==> src/rtl/timer_pkg.sv <==
package timer_pkg;
  localparam int unsigned CNT_W = 16;
  localparam logic [7:0] OFS_CTRL   = 8'h00;
  localparam logic [7:0] OFS_RELOAD = 8'h08;
  localparam logic [7:0] OFS_COUNT  = 8'h0C;
  localparam int unsigned CTRL_EN_BIT  = 0;
  localparam int unsigned CTRL_RST_BIT = 7;

  typedef struct packed {
    logic             srst;
    logic             start;
    logic             load;
    logic [CNT_W-1:0] load_val;
  } tmr_cmd_t;
endpackage

==> src/rtl/timer_tick_gen.sv <==
module timer_tick_gen #(
  parameter int unsigned DIV = 50
) (
  input  logic clk_i,
  input  logic rst_ni,
  output logic tick_o
);
  localparam int unsigned DW = (DIV > 1) ? $clog2(DIV) : 1;

  generate
    if (DIV <= 1) begin : g_pass
      assign tick_o = 1'b1;
    end else begin : g_div
      logic [DW-1:0] div_q;
      assign tick_o = (div_q == DW'(DIV - 1));

      always_ff @(posedge clk_i or negedge rst_ni) begin
        if (!rst_ni)     div_q <= '0;
        else if (tick_o) div_q <= '0;
        else             div_q <= div_q + 1'b1;
      end

      AST_TICK_SPACED: assert property (@(posedge clk_i) disable iff (!rst_ni)
        tick_o |=> !tick_o);
    end
  endgenerate
endmodule

==> src/rtl/timer_regs.sv <==
module timer_regs
  import timer_pkg::*;
#(
  parameter int unsigned AW = 8,
  parameter int unsigned DW = 32
) (
  input  logic             clk_i,
  input  logic             rst_ni,
  input  logic             req_i,
  input  logic             we_i,
  input  logic [AW-1:0]    addr_i,
  input  logic [DW-1:0]    wdata_i,
  input  logic [CNT_W-1:0] count_i,
  output logic [DW-1:0]    rdata_o,
  output tmr_cmd_t         cmd_o,
  output logic [CNT_W-1:0] reload_o
);
  localparam int unsigned PAD_W = DW - CNT_W;

  logic [DW-1:0]    ctrl_q;
  logic [CNT_W-1:0] reload_q;
  logic wr, hit_ctrl, hit_reload, hit_count;

  assign wr         = req_i & we_i;
  assign hit_ctrl   = (addr_i == AW'(OFS_CTRL));
  assign hit_reload = (addr_i == AW'(OFS_RELOAD));
  assign hit_count  = (addr_i == AW'(OFS_COUNT));

  assign cmd_o.srst     = wr & hit_ctrl & wdata_i[CTRL_RST_BIT];
  assign cmd_o.start    = wr & hit_ctrl & wdata_i[CTRL_EN_BIT] & ~wdata_i[CTRL_RST_BIT];
  assign cmd_o.load     = wr & hit_reload;
  assign cmd_o.load_val = wdata_i[CNT_W-1:0];
  assign reload_o       = reload_q;

  always_ff @(posedge clk_i or negedge rst_ni) begin
    if (!rst_ni) begin
      ctrl_q   <= '0;
      reload_q <= '0;
    end else if (cmd_o.srst) begin
      ctrl_q   <= '0;
      reload_q <= '0;
    end else begin
      if (wr && hit_ctrl) ctrl_q   <= wdata_i;
      if (cmd_o.load)     reload_q <= cmd_o.load_val;
    end
  end

  always_comb begin
    rdata_o = '0;
    if (req_i && !we_i) begin
      if (hit_ctrl)        rdata_o = ctrl_q;
      else if (hit_reload) rdata_o = {{PAD_W{1'b0}}, reload_q};
      else if (hit_count)  rdata_o = {{PAD_W{1'b0}}, count_i};
    end
  end

  AST_SRST_CLEARS_REGS: assert property (@(posedge clk_i) disable iff (!rst_ni)
    cmd_o.srst |=> (ctrl_q == '0) && (reload_q == '0));
  AST_CTRL_STORED: assert property (@(posedge clk_i) disable iff (!rst_ni)
    (wr && hit_ctrl && !wdata_i[CTRL_RST_BIT]) |=> ctrl_q == $past(wdata_i));
  AST_RELOAD_HELD: assert property (@(posedge clk_i) disable iff (!rst_ni)
    !(wr && (hit_ctrl || hit_reload)) |=> $stable(reload_q));
endmodule

==> src/rtl/timer_counter.sv <==
module timer_counter
  import timer_pkg::*;
(
  input  logic             clk_i,
  input  logic             rst_ni,
  input  logic             tick_i,
  input  tmr_cmd_t         cmd_i,
  input  logic [CNT_W-1:0] reload_i,
  output logic [CNT_W-1:0] count_o,
  output logic             wrap_o
);
  logic [CNT_W-1:0] count_q;
  logic run_q, wrap_q, step, at_zero;

  assign at_zero = (count_q == '0);
  assign step    = run_q & tick_i & ~cmd_i.srst & ~cmd_i.load;
  assign count_o = count_q;
  assign wrap_o  = wrap_q;

  always_ff @(posedge clk_i or negedge rst_ni) begin
    if (!rst_ni)            run_q <= 1'b0;
    else if (cmd_i.srst)    run_q <= 1'b0;
    else if (cmd_i.start)   run_q <= 1'b1;
  end

  always_ff @(posedge clk_i or negedge rst_ni) begin
    if (!rst_ni) begin
      count_q <= '0;
      wrap_q  <= 1'b0;
    end else begin
      wrap_q <= step & at_zero;
      if (cmd_i.srst)      count_q <= '0;
      else if (cmd_i.load) count_q <= cmd_i.load_val;
      else if (step)       count_q <= at_zero ? reload_i : count_q - 1'b1;
    end
  end

  AST_SRST_STOPS: assert property (@(posedge clk_i) disable iff (!rst_ni)
    cmd_i.srst |=> (count_q == '0) && !run_q);
  AST_LOAD_NOW: assert property (@(posedge clk_i) disable iff (!rst_ni)
    (cmd_i.load && !cmd_i.srst) |=> count_q == $past(cmd_i.load_val));
  AST_STEP_DOWN: assert property (@(posedge clk_i) disable iff (!rst_ni)
    (run_q && tick_i && !at_zero && !cmd_i.load && !cmd_i.srst) |=> count_q == $past(count_q) - 1'b1);
  AST_HOLD_OFF_TICK: assert property (@(posedge clk_i) disable iff (!rst_ni)
    (!tick_i && !cmd_i.load && !cmd_i.srst) |=> $stable(count_q));
  AST_WRAP_RELOADS: assert property (@(posedge clk_i) disable iff (!rst_ni)
    (run_q && tick_i && at_zero && !cmd_i.load && !cmd_i.srst) |=> wrap_o && count_q == $past(reload_i));
  AST_WRAP_SINGLE: assert property (@(posedge clk_i) disable iff (!rst_ni)
    wrap_o |=> !wrap_o);
  AST_RUN_STICKY: assert property (@(posedge clk_i) disable iff (!rst_ni)
    (run_q && !cmd_i.srst) |=> run_q);
endmodule

==> src/rtl/periodic_timer.sv <==
module periodic_timer
  import timer_pkg::*;
#(
  parameter int unsigned CLK_HZ  = 50_000_000,
  parameter int unsigned TICK_HZ = 1_000_000
) (
  input  logic        clk_i,
  input  logic        rst_ni,
  input  logic        req_i,
  input  logic        we_i,
  input  logic [7:0]  addr_i,
  input  logic [31:0] wdata_i,
  output logic [31:0] rdata_o,
  output logic        wrap_o
);
  localparam int unsigned DIV = (CLK_HZ / TICK_HZ > 0) ? CLK_HZ / TICK_HZ : 1;

  logic             tick;
  tmr_cmd_t         cmd;
  logic [CNT_W-1:0] reload, count;

  timer_tick_gen #(.DIV(DIV)) u_tick (
    .clk_i  (clk_i),
    .rst_ni (rst_ni),
    .tick_o (tick)
  );

  timer_regs #(.AW(8), .DW(32)) u_regs (
    .clk_i    (clk_i),
    .rst_ni   (rst_ni),
    .req_i    (req_i),
    .we_i     (we_i),
    .addr_i   (addr_i),
    .wdata_i  (wdata_i),
    .count_i  (count),
    .rdata_o  (rdata_o),
    .cmd_o    (cmd),
    .reload_o (reload)
  );

  timer_counter u_cnt (
    .clk_i    (clk_i),
    .rst_ni   (rst_ni),
    .tick_i   (tick),
    .cmd_i    (cmd),
    .reload_i (reload),
    .count_o  (count),
    .wrap_o   (wrap_o)
  );

  AST_COUNT_READ_UPPER_ZERO: assert property (@(posedge clk_i) disable iff (!rst_ni)
    (req_i && !we_i && addr_i == OFS_COUNT) |-> rdata_o[31:16] == 16'h0);
endmodule

==> config.mk <==
export PLATFORM = sky130hd
export DESIGN_NAME = periodic_timer
export DESIGN_NICKNAME = d
export VERILOG_FILES = /design/src/rtl/timer_pkg.sv /design/src/rtl/timer_tick_gen.sv /design/src/rtl/timer_regs.sv /design/src/rtl/timer_counter.sv /design/src/rtl/periodic_timer.sv
export SDC_FILE = /design/constraint.sdc
export NUM_CORES = 1
export LEC_CHECK = 0
export CAP_MARGIN = 20
export CELL_PAD_IN_SITES_DETAIL_PLACEMENT = 0
export CELL_PAD_IN_SITES_GLOBAL_PLACEMENT = 1
export CORE_ASPECT_RATIO = 1.4
export CORE_UTILIZATION = 35
export CTS_BUF_LIST = sky130_fd_sc_hd__clkbuf_4 sky130_fd_sc_hd__clkbuf_8 sky130_fd_sc_hd__clkbuf_16
export DETAILED_ROUTE_END_ITERATION = 16
export DONT_BUFFER_PORTS = 1
export PLACE_DENSITY_LB_ADDON = 0.1
export SLEW_MARGIN = 20
export SYNTH_ARGS = -nofsm -noshare
export SYNTH_HDL_FRONTEND = slang
export SYNTH_SLANG_ARGS = --single-unit
export TNS_END_PERCENT = 1
==> constraint.sdc <==
create_clock -name clk_i -period 6.2 [get_ports clk_i]
set_input_delay 1.24 -clock clk_i [delete_from_list [all_inputs] [get_ports clk_i]]
set_output_delay 1.24 -clock clk_i [all_outputs]
set_load 0.02 [all_outputs]
======== Word level (Yosys, flattened, before mapping) ========
Cells that the tools add are included.
cells by class
  add/subtract/negate cells ............... 2
  equality and inequality tests ........... 3
  multiplexer cells ....................... 15
  bitwise logic cells ..................... 13
  reductions and logical operators ........ 9
operators by type and width
  operator                 count
  $mux W32                 5
  $mux W16                 7
  $eq A8 B4 Y1 const B     2
  $logic_not A16 Y1        1
  $sub A16 B1 Y16 const B  1
  $and A1 B1 Y1            10
  $logic_not A8 Y1         1
  $add A6 B1 Y6 const B    1
  $eq A6 B6 Y1 const B     1
  $mux W6                  1
  $reduce_bool A2 Y1       3
  $not A1 Y1               3
  $reduce_bool A3 Y1       1
  $logic_and A1 B1 Y1      2
  $mux W1                  2
  $logic_not A1 Y1         1
storage, ports and cells
  register bits after elaboration ......... 72
  bits of input ports ..................... 44
  output and inout bits ................... 33
  word-level logic and storage cells ...... 48

======== Logic depth before layout (Yosys ltp) ========
Gate-level depths: netlist of run 1.
  depth in word-level cells ............... 9
  mapped depth ............................ 8
  depth with buffers taken out ............ 7

======== Hierarchy ========
From an unflattened synthesis of run 1, not the netlist that was laid out.
second synthesis, totals
  cell total of the unflattened synthesis .. 463
  area, all modules ....................... 4509.3 µm²
by module, submodules not included
  module          instances  cells each  area an instance (µm²)
  timer_regs      1          273         2825.2
  timer_counter   1          164         1398.8
  timer_tick_gen  1          26          285.3

======== Least setup slack after synthesis of run 1 ========
OpenSTA, ideal clock, no wires.
  kind .................................... input to output
  start point ............................. in addr_i[1]
  end point ............................... out rdata_o[10]
  arrival ................................. 2950 ps
  required time ........................... 4960 ps
  slack ................................... 2010 ps
  cell stages on the path ................. 5
  path buffers ............................ 2
  cell sequence ........................... or4_4 -> or4_4 -> buf_6 -> buf_8 -> a2111oi_2
between the ends
  cells in the longest elaborated chain, start to end .. 5
  elaborated cells between the ends (all ways) .. 7
RTL lines
  item             RTL line              RTL
  start, declared  periodic_timer.sv:11  input logic [7:0] addr_i,
  $eq A8 B4 Y1     timer_regs.sv:27      assign hit_count = (addr_i == AW'(OFS_COUNT));
  $mux W16         timer_regs.sv:53      else if (hit_count) rdata_o = {{PAD_W{1'b0}}, count_i};
  $mux W32         timer_regs.sv:52      else if (hit_reload) rdata_o = {{PAD_W{1'b0}}, reload_q};
  $mux W32 (*)     timer_regs.sv:51      if (hit_ctrl) rdata_o = ctrl_q;
  $mux W32 (*)     timer_regs.sv:50      if (req_i && !we_i) begin
  end, declared    periodic_timer.sv:13  output logic [31:0] rdata_o,
Mark *: on every way between the ends. The rest lies on a longest branch, timed or not.

======== Worst setup path after layout of run 1 ========
  start point ............................. in addr_i[1]
  end point ............................... out rdata_o[2]
Same word-level chain as after synthesis.

==> impl_results.md, run 1 <==
- Hold_buf cts: 0
- Main combinational cell family by area after synthesis: simple AND/OR/NAND/NOR gates
- RSZ-0062 raised after global routing: false
- Rows: between 40 and 50
- Hold Path Class: flop to flop
- CTS root buffer: clkbuf_16
- Hold depth: 2
- Yosys reg bits: 72
- Post-Syn Area per Cell: 8.51 sq um
- Synth Area in XOR/XNOR: 0.00203
- Die area: 12800 sq um
- Worst path depth: 3
- Clock Latency Late Sink: 0.33 ns
- Yosys top cell area share: 0.418
- Post-route ant nets: 0
- Peak supply drop: 0.107 mV
- Clock slew seen by the registers of the worst setup and hold paths: 0.06 ns
- H-tree depth: 3
- First-pass detailed-route iteration total: 5
- Area growth syn-to-layout: 9.60%
- Synth Flop Type: dfrtp_1
- Fin. max-slew vios: 0
- Leakage: 1.91 nW
- GR Overflow Total: 0
- Crit-path leading delay family: simple AND/OR/NAND/NOR gates
- Max-Cap Viols: 0
- Sequential area share after synthesis: 0.418
- Clk buf depth: 2
- Via Count: 3706
- Post-synthesis adder-cell area fraction: 0.0116
- Io pins: 77
- Fin area: 4730 sq um
- Worst-path maximum fanout: 16
- TritonCTS clock tree: yes
- Placed cell area: roughly 4400 sq um
- Post-synth EDFFs: 0
- Cell variety after synth: 61
- Fin crit share: 0.684
- Critical Path End Type: primary output
- Final setup vio count: 0
- Synth area leader: dfrtp_1
- Critical Path Most Common Cell: or4_4
- # port buffers: 0
- Mapped Area: 4320 sq um
- Ant diodes: 0
- Slowest cell on crit path: or4_4
- Initial antenna violation count: 0
- Area of the multi-input gates: 2320 sq um
- GPL Wtd Cong: 0.770
- CP bufs+invs: 0
- DR WL/cell: 20.1 um
- Vias in the first global route: 3761
- DP HPWL: about 8700 um
- Sequence of cells on the critical path: or4_4 -> or4_4 -> a2111oi_2
- Critical path startpoint category: input pin
- Critical path class: input pin to primary output
- Fillers: between 1000 and 1500
- Run status: finished clean
- Num CTS Buffers: 9
- Yosys warns: 0
- Post-CTS Resized: 0
- Maximum clock rate: 236 MHz
- Tightest Pin Transition: 1.11 ns
- Ys async rst share: 1.00
- Share of cells above drive strength 1: 0.106
- Nets: ~540
- Die height: approximately 130 um
- Clock Skews: 0.00568 ns
- # DRC: 0
- Tmin final: roughly 4.2 ns
- Mapped Cells: 507
- First-pass GRT wire length: 20700 um
- Register-to-Register Path Depth: 5
- DIE WIDTH: 95.8 um
- Post-CTS setup buffers: 0
- DR vias/cell: 5.80
- CORE AREA: 11900 sq um
- Setup_tns: 0 ns
- Critical Path Max Stage Delay: 0.62 ns
- Synth Area in Compound Gates: 0.219
- Commonest non-fill, non-tap cell in the layout: nand2_1
- Slew HR: 0.263
- Mux share of post-synthesis cell area: 0.00696
- Final Hold Viols: 0
- Pin count of the biggest net entering global routing: 73
- WL final: 12900 um
- Crit path DAT: 3.00 ns
- Commonest cells after routing, fill and taps aside: 84 x nand2_1, 72 x dfrtp_1, 51 x nor2_1
- Clk sinks: 72
- Worst Path Required: a little under 5 ns
- Initial core utilization: 0.361
- Simple-gate share of the synthesized area: 0.297
- GRT Total Usage: 0.216
- Register area: 1800 sq um
- Pwr/cell area: 239 nW/um^2
- Power Total: 1.13 mW
- Synthesized net count: 555
- Top post-synthesis cells by area: dfrtp_1 42%, nand2_1 7.3%, nand2b_1 5.4%
- Drt first-iter violations: 278
-- flip-flops by register name, indices dropped and copies added, names as in the netlist --
name                flops
u_tick.g_div.div_q      6
u_cnt.count_o          16
u_cnt.run_q             1
u_regs.reload_o        16
u_regs.ctrl_q          32
u_cnt.wrap_o            1
-- cell usage after synthesis, types with 8 or more instances --
cell type	instances
a2111oi_2	15
clkbuf_1	24
a21oi_1	33
and2_1	20
nand4_1	8
nand2_1	84
inv_1	8
dfrtp_1	72
o21ai_0	40
nor2_1	51
nor3_1	12
nand2b_1	37
-- metrics by stage --
step,utilization,hold slack (ns),std cells,setup slack [ns]
2_1_floorplan,-,0.442,507,2.01
3_3_place_gp,0.365,0.456,621,2.00
3_5_place_dp,0.368,0.466,623,1.96
4_1_cts,0.396,0.480,639,1.96
5_1_grt,0.396,0.505,639,1.92
6_report,0.396,0.476,639,1.96
-- final timing paths --
kind	start	endpoint	slack [ns]
worst max register to register	u_cnt.count_o[2]	u_cnt.count_o[15]	3.80
min in group asynchronous	rst_ni	u_regs.ctrl_q[3]	0.60
worst min-delay path	u_regs.ctrl_q[18]	u_regs.ctrl_q[18]	0.48
worst min register to register	u_regs.ctrl_q[18]	u_regs.ctrl_q[18]	0.48
max in group asynchronous	rst_ni	u_cnt.count_o[8]	5.44
worst max-delay path	addr_i[1]	rdata_o[2]	1.96
-- cells by family after synthesis --
logic type	count (synthesis)
simple gates	249
compound gates	134
mux	3
fa+ha+maj	4
xor+xnor	1
flops	72
buf+inv	44
-- tightest hold or removal path: cells and delay by family, from the launching register on --
family	cells	cell delay (ns)
AND/OR/NAND/NOR	1	0.04
flip-flops	1	0.34
AO/OA/AOI/OAI	1	0.06
-- area by class of cell --
| type | count | area share |
|---|---|---|
| inverters | 8 | 0.00635 |
| clock inverters | 4 | 0.0156 |
| repair buffers | 5 | 0.0114 |
| flip-flops and latches | 72 | 0.381 |
| well taps | 147 | 0.0389 |
| clock buffers | 12 | 0.0563 |
| multi-input cells | 391 | 0.490 |
-- routing by layer --
metal / wire length [um] / part of all wire / vias up / GRT usage
met1: 5590 / 0.43 / 1820 / 0.284
met3: 709 / 0.055 / 13 / 0.0474
li1: - / - / 1758 / -
met4: 246 / 0.019 / 0 / 0.0746
met2: 6320 / 0.49 / 115 / 0.348
met5: 0 / 0 / - / 0
-- power by group --
part	internal (mW)	total, mW	switching (mW)
combinational	0.0206	0.0449	0.0243
sequential	0.481	0.496	0.0146
clock	0.386	0.590	0.204
total	0.888	1.13	0.243
(Power assumes the default switching activity.)
==> run 2: changes to the inputs <==
ABC_AREA = 1   (was not set)
clock period = 3.9 ns   (was 6.2 ns; I/O delays follow)
==> run 2 against run 1 <==
  * Clock skew decreased by 0.0011 ns
  * Cell area increased by 2.2%
  * Sequential power increased by 63%
  * Largest power group unchanged
  * Die area is 0.34% lower
  * Flip-flop and latch count unchanged
  * Via count rose by 6.3%
  * Utilization up 1.1 points
  * Routed wire length decreased by 7.2%
==> impl_results.md, run 2 <==
- Worst Setup EP: rdata_o[22]
- Vias in the first global route: around 3900
- TritonCTS clock tree: yes
- Fin area: 4830 sq um
- H-tree depth: 3
- Hold Path Class: input pin to async pin
- Max-Cap Viols: 0
- Pin count of the biggest net entering global routing: 73
- Share of cells above drive strength 1: 0.0755
- Initial core utilization: 0.362
- CTS root buffer: clkbuf_16
- Ant diodes: 0
- R2R Path Start: u_tick.g_div.div_q[1]
- Hold_buf cts: 0
- GR Util met3: 0.0485
- Main combinational cell family by area after synthesis: simple AND/OR/NAND/NOR gates
- Flip-flop count of the largest register after layout: 32
- Die area: 12700 sq um
- RSZ-0062 raised after global routing: false
- GR Overflow Total: 0
- Slowest cell on crit path: nor3_1
- Nets: between 600 and 700
- Clk sinks: 72
- Simple-gate share of the synthesized area: 0.354
- Synth Area in XOR/XNOR: 0.00611
- DR WL/cell: 15.2 um
- Cell variety after synth: 30
- Worst Path Required: 3.12 ns
- Post-Syn Area per Cell: approximately 7 sq um
- Top post-synthesis cells by area: dfrtp_1 42%, nand2_1 17%, inv_1 7.2%
- Critical Path End Type: primary output
- Worst path depth: 5
- Rows: 47
- Pre-CTS setup slack: approximately 0.95 ns
- Commonest cells in the netlist: 193 x nand2_1, 83 x inv_1, 72 x dfrtp_1
- Post-CTS setup buffers: 0
- Clock Skews: around 0.0046 ns
- Die height: around 130 um
- Num CTS Buffers: 9
- First-pass GRT wire length: 19900 um
- Post-synth EDFFs: 0
- Clk buf depth: 2
- # port buffers: 0
- Slew HR: 0.380
- Commonest cells after routing, fill and taps aside: 193 x nand2_1, 83 x inv_1, 72 x dfrtp_1
- Register-to-Register Path Depth: 10
- Drt first-iter violations: 238
- Synth Area in Compound Gates: 0.107
- Commonest non-fill, non-tap cell in the layout: nand2_1
- # DRC: 0
- Post-synthesis adder-cell area fraction: 0.0116
- Count leader, synth: nand2_1
- Maximum clock rate: 343 MHz
- Mapped Area: 4300 sq um
- First-pass detailed-route iteration total: 5
- Run status: finished clean
- Synthesized net count: 674
- Worst Slack Setup Final: 0.986 ns
- Worst-path maximum fanout: 23
- Critical path class: input pin to primary output
- Final setup vio count: 0
- Leakage: 2.64 nW
- Tightest Pin Transition: 0.929 ns
- GPL Wtd Cong: 0.780
- R2R Path End: u_cnt.count_o[10]
- Crit-path leading delay family: simple AND/OR/NAND/NOR gates
- DP HPWL: 8670 um
- Via Count: 3938
- Fin. max-slew vios: 0
- Power Total: 1.81 mW
- Io pins: 77
- Critical Path Max Stage Delay: 0.60 ns
- GR met1 Demand/Resource: 0.267
- Yosys warns: 0
- DR vias/cell: 5.03
- Setup_tns: 0 ns
- Yosys top cell area share: 0.419
- Area growth syn-to-layout: 12.4%
- Placed cell area: around 4500 sq um
- Initial antenna violation count: 0
- Met2 usage in global routing: 0.324
- Final Hold Viols: 0
- Sequence of cells on the critical path: nor2_1 -> nand3_2 -> nor2_8 -> inv_1 -> nor3_1
- Top Usage Layer GRT: met2
- Clock Latency Late Sink: between 0.3 and 0.4 ns
- DIE WIDTH: 95.7 um
- WL final: 11900 um
- Crit path DAT: 2.13 ns
- Mapped Cells: 626
- Ys async rst share: 1.00
- Fin crit share: 0.747
- CORE AREA: roughly 12000 sq um
- CP startpoint: addr_i[7]
- Yosys reg bits: 72
- Mux share of post-synthesis cell area: 0
- Post-route ant nets: 0
- Biggest register: u_regs.ctrl_q
- Pwr/cell area: approximately 370 nW/um^2
- CP bufs+invs: 1
- Clock slew seen by the registers of the worst setup and hold paths: about 0.060 ns
- Tmin final: 2.91 ns
- Synth area leader: dfrtp_1
- GRT Total Usage: 0.202
- Synth Flop Type: dfrtp_1
- Peak supply drop: 0.239 mV
- Post-CTS Resized: 0
- Setup slack, reg-to-reg: 1.88 ns
- Critical path startpoint category: input pin
- Sequential area share after synthesis: 0.419
run 2: cell families (layout without fill, tap and decap cells):
group | after synthesis | count (layout)
and+or+nand+nor | 349 | 349
buffers and inverters | 110 | 120
xor gates and xnor gates | 3 | 3
adders and majority gates | 4 | 4
AOI/OAI and AO/OA | 88 | 88
DFF | 72 | 72
run 2: routing by layer:
metal | wire length [um] | part of all wire
met5 | 0 | 0
met4 | 204 | 0.017
met3 | 629 | 0.053
met2 | 5740 | 0.48
met1 | 5370 | 0.45
run 2: layout make-up:
class                           count  area [sq um]
Clock buffer                       10           239
Clock inverter                      6          82.6
Fill cell                        1298          7050
Inverter                           84           315
Multi-Input combinational cell    444          2060
Sequential cell                    72          1800
Tap cell                          147           184
Timing Repair Buffer               20           150
run 2: worst min-delay path by stage:
stage                     slack, ns              start                 to  depth (start not counted)
final                          0.14             rst_ni   u_cnt.count_o[2]                          0
after CTS                      0.13             rst_ni   u_cnt.count_o[4]                          0
after detailed placement       0.47   u_regs.ctrl_q[3]   u_regs.ctrl_q[3]                          2
after global routing           0.12             rst_ni   u_cnt.count_o[2]                          0
after global placement         0.46  u_regs.ctrl_q[20]  u_regs.ctrl_q[20]                          2
after floorplan                0.45  u_regs.ctrl_q[17]  u_regs.ctrl_q[17]                          2
run 2: report_power, final:
group          switching, mW  internal, mW  leakage (nW)
clock network          0.325         0.574         0.158
registers             0.0292         0.779         0.822
logic                 0.0620        0.0363          1.66
total                  0.416          1.39          2.64
run 2: per-stage QoR:
step | std cells | hold WS (ns) | util
3_5_place_dp | 767 | 0.468 | 0.380
3_3_place_gp | 767 | 0.459 | 0.380
5_1_grt | 783 | 0.122 | 0.407
6_report | 783 | 0.141 | 0.407
4_1_cts | 783 | 0.132 | 0.407
2_1_floorplan | 626 | 0.445 | -
==> run 3: changes to the inputs <==
clock period = 2.7 ns   (was 3.9 ns; I/O delays follow)
==> run 3 against run 2 <==
  * Cell count up 0.77%
  * Largest power group unchanged
  * Utilization up 0.43 points
  * Clock power up 36%
  * Non-clock buffer count up 6
  * First-iteration DRC count down 19%
  * Flip-flop and latch count unchanged
==> impl_results.md, run 3 (synthesis gave the netlist of run 2 again) <==
- Max-Cap Viols: 0
- Initial core utilization: 0.362
- GPL Wtd Cong: 0.774
- Worst Path Required: around 2.2 ns
- # DRC: 0
- DP HPWL: just under 9000 um
- Logic pwr share: 0.065
- CORE AREA: 11900 sq um
- NetSw: 0.608 mW
- Clock slew seen by the registers of the worst setup and hold paths: about 0.06 ns
- Dpl cells: 772
- DR WL/cell: 15.2 um
- DIE WIDTH: 95.7 um
- Rows: 47
- Run status: finished clean
- Tmin final: 2.34 ns
- Maximum clock rate: 428 MHz
- Clk sinks: 72
- Area growth syn-to-layout: 13.6%
- Fillers: between 1000 and 1500
- Critical path startpoint category: input pin
- Net Sw Frac: 0.238
- Slew HR: 0.510
- Io pins: between 70 and 80
- Post-CTS Resized: 0
- Pwr/cell area: 523 nW/um^2
- Crit path DAT: 1.80 ns
- Worst Setup EP: rdata_o[2]
- Commonest cells after routing, fill and taps aside: 193 x nand2_1, 83 x inv_1, 72 x dfrtp_1
- Num CTS Buffers: 9
- Nets: 685
- Pin count of the biggest net entering global routing: 73
- Critical path class: input pin to primary output
- Register-to-Register Path Depth: 10
- Tightest Pin Transition: 0.734 ns
- Biggest register: u_regs.ctrl_q
- # port buffers: 0
- First-pass detailed-route iteration total: 4
- GR Overflow Total: 0
- Worst-path maximum fanout: 23
- R2R Path Start: u_cnt.count_o[0]
- Fin crit share: 0.865
- Power Total: 2.55 mW
- First-pass GRT wire length: about 20000 um
- Ant diodes: 0
- GRT Total Usage: 0.202
- Critical Path End Type: primary output
- Clk buf depth: 2
- Final hold slack: roughly 0.088 ns
- Via Count: 3925
- R2R Path End: u_cnt.count_o[12]
- Clock Latency Late Sink: 0.33 ns
- Post-route ant nets: 0
- CP startpoint: addr_i[3]
- H-tree depth: 3
- Setup_tns: 0 ns
- Vias in the first global route: 3871
- Post-CTS setup buffers: 0
- Die area: 12700 sq um
- Non-Filler Instances: roughly 800
- Commonest non-fill, non-tap cell in the layout: nand2_1
- Die height: 133 um
- Clock power frac: 0.477
- Initial antenna violation count: 0
- Final setup vio count: 0
- Hold Path Class: input pin to async pin
- Seq pwr share: 0.457
- Setup slack, reg-to-reg: 0.69 ns
- DR vias/cell: 4.97
- WL final: 12000 um
- Final Hold Viols: 0
- Flip-flop count of the largest register after layout: 32
- Clock Skews: approximately 0.0040 ns
- Share of cells above drive strength 1: 0.0841
- Drt first-iter violations: a little under 200
- Fin. max-slew vios: 0
- Peak supply drop: around 0.32 mV
- Internal power: around 1.9 mW
- TritonCTS clock tree: yes
- Leakage: 2.67 nW
- CTS root buffer: clkbuf_16
- RSZ-0062 raised after global routing: false
run 3: cell types whose count changed in the layout (fill, tap and decap cells not counted):
cell	previous run	this run
buf_4	20	25
clkbuf_8	1	2
bufinv_16	2	1
clkinvlp_4	1	2
buf_16	0	1
clkinv_2	3	2
run 3: worst min path at each step:
stage	from	end	slack [ns]	cells after the start
floorplan	rst_ni	u_cnt.count_o[0]	0.24	0
global placement	rst_ni	u_cnt.count_o[2]	0.25	0
detailed placement	rst_ni	u_cnt.count_o[2]	0.25	0
CTS	rst_ni	u_cnt.count_o[2]	0.11	1
global route	rst_ni	u_cnt.count_o[2]	0.13	1
finish	rst_ni	u_tick.g_div.div_q[0]	0.09	1
run 3: worst max-delay path, cell delays in order:
cell	delay, ns
inv_1	0.06
nand3_1	0.19
nor2_8	0.04
inv_1	0.54
nor2_1	0.10
nor2_1	0.12
nand2_1	0.06
inv_1	0.15
run 3: repair_timing:
action / 4_1_cts / 5_1_grt
endpoints found under the setup margin: 0 / 0
hold endpoints to repair: 72 / 0
hold buffers: 1 / 0
run 3: routing by layer:
layer,up-vias,share of wire,track usage
li1,1996,-,-
met1,1823,0.44,0.258
met2,95,0.50,0.339
met3,11,0.047,0.0377
met4,0,0.015,0.0672
met5,-,0,0
run 3: power by group through the flow:
stage               Clock, mW  Combinational, mW  Sequential, mW
floorplan                   0              0.116            1.17
global placement            0              0.140            1.19
detailed placement          0              0.143            1.19
CTS                      1.26              0.172            1.17
global route             1.30              0.197            1.17
finish                   1.22              0.167            1.17
run 3: per-stage QoR:
step                      setup slack [ns]  area (sq um)   util
after floorplan                      0.310          4300      -
after global routing                 0.191          4880  0.411
after CTS                            0.340          4880  0.411
after detailed placement             0.289          4550  0.383
after global placement               0.318          4550  0.383
final                                0.364          4880  0.411
run 3: final cells by class:
cell class,count,area (sq um),area share
Multi-Input combinational cell,444,2060,0.422
Sequential cell,72,1800,0.369
Inverter,84,315,0.0646
Clock buffer,11,253,0.0518
Timing Repair Buffer,26,215,0.0441
Tap cell,147,184,0.0377
Clock inverter,5,55.1,0.0113
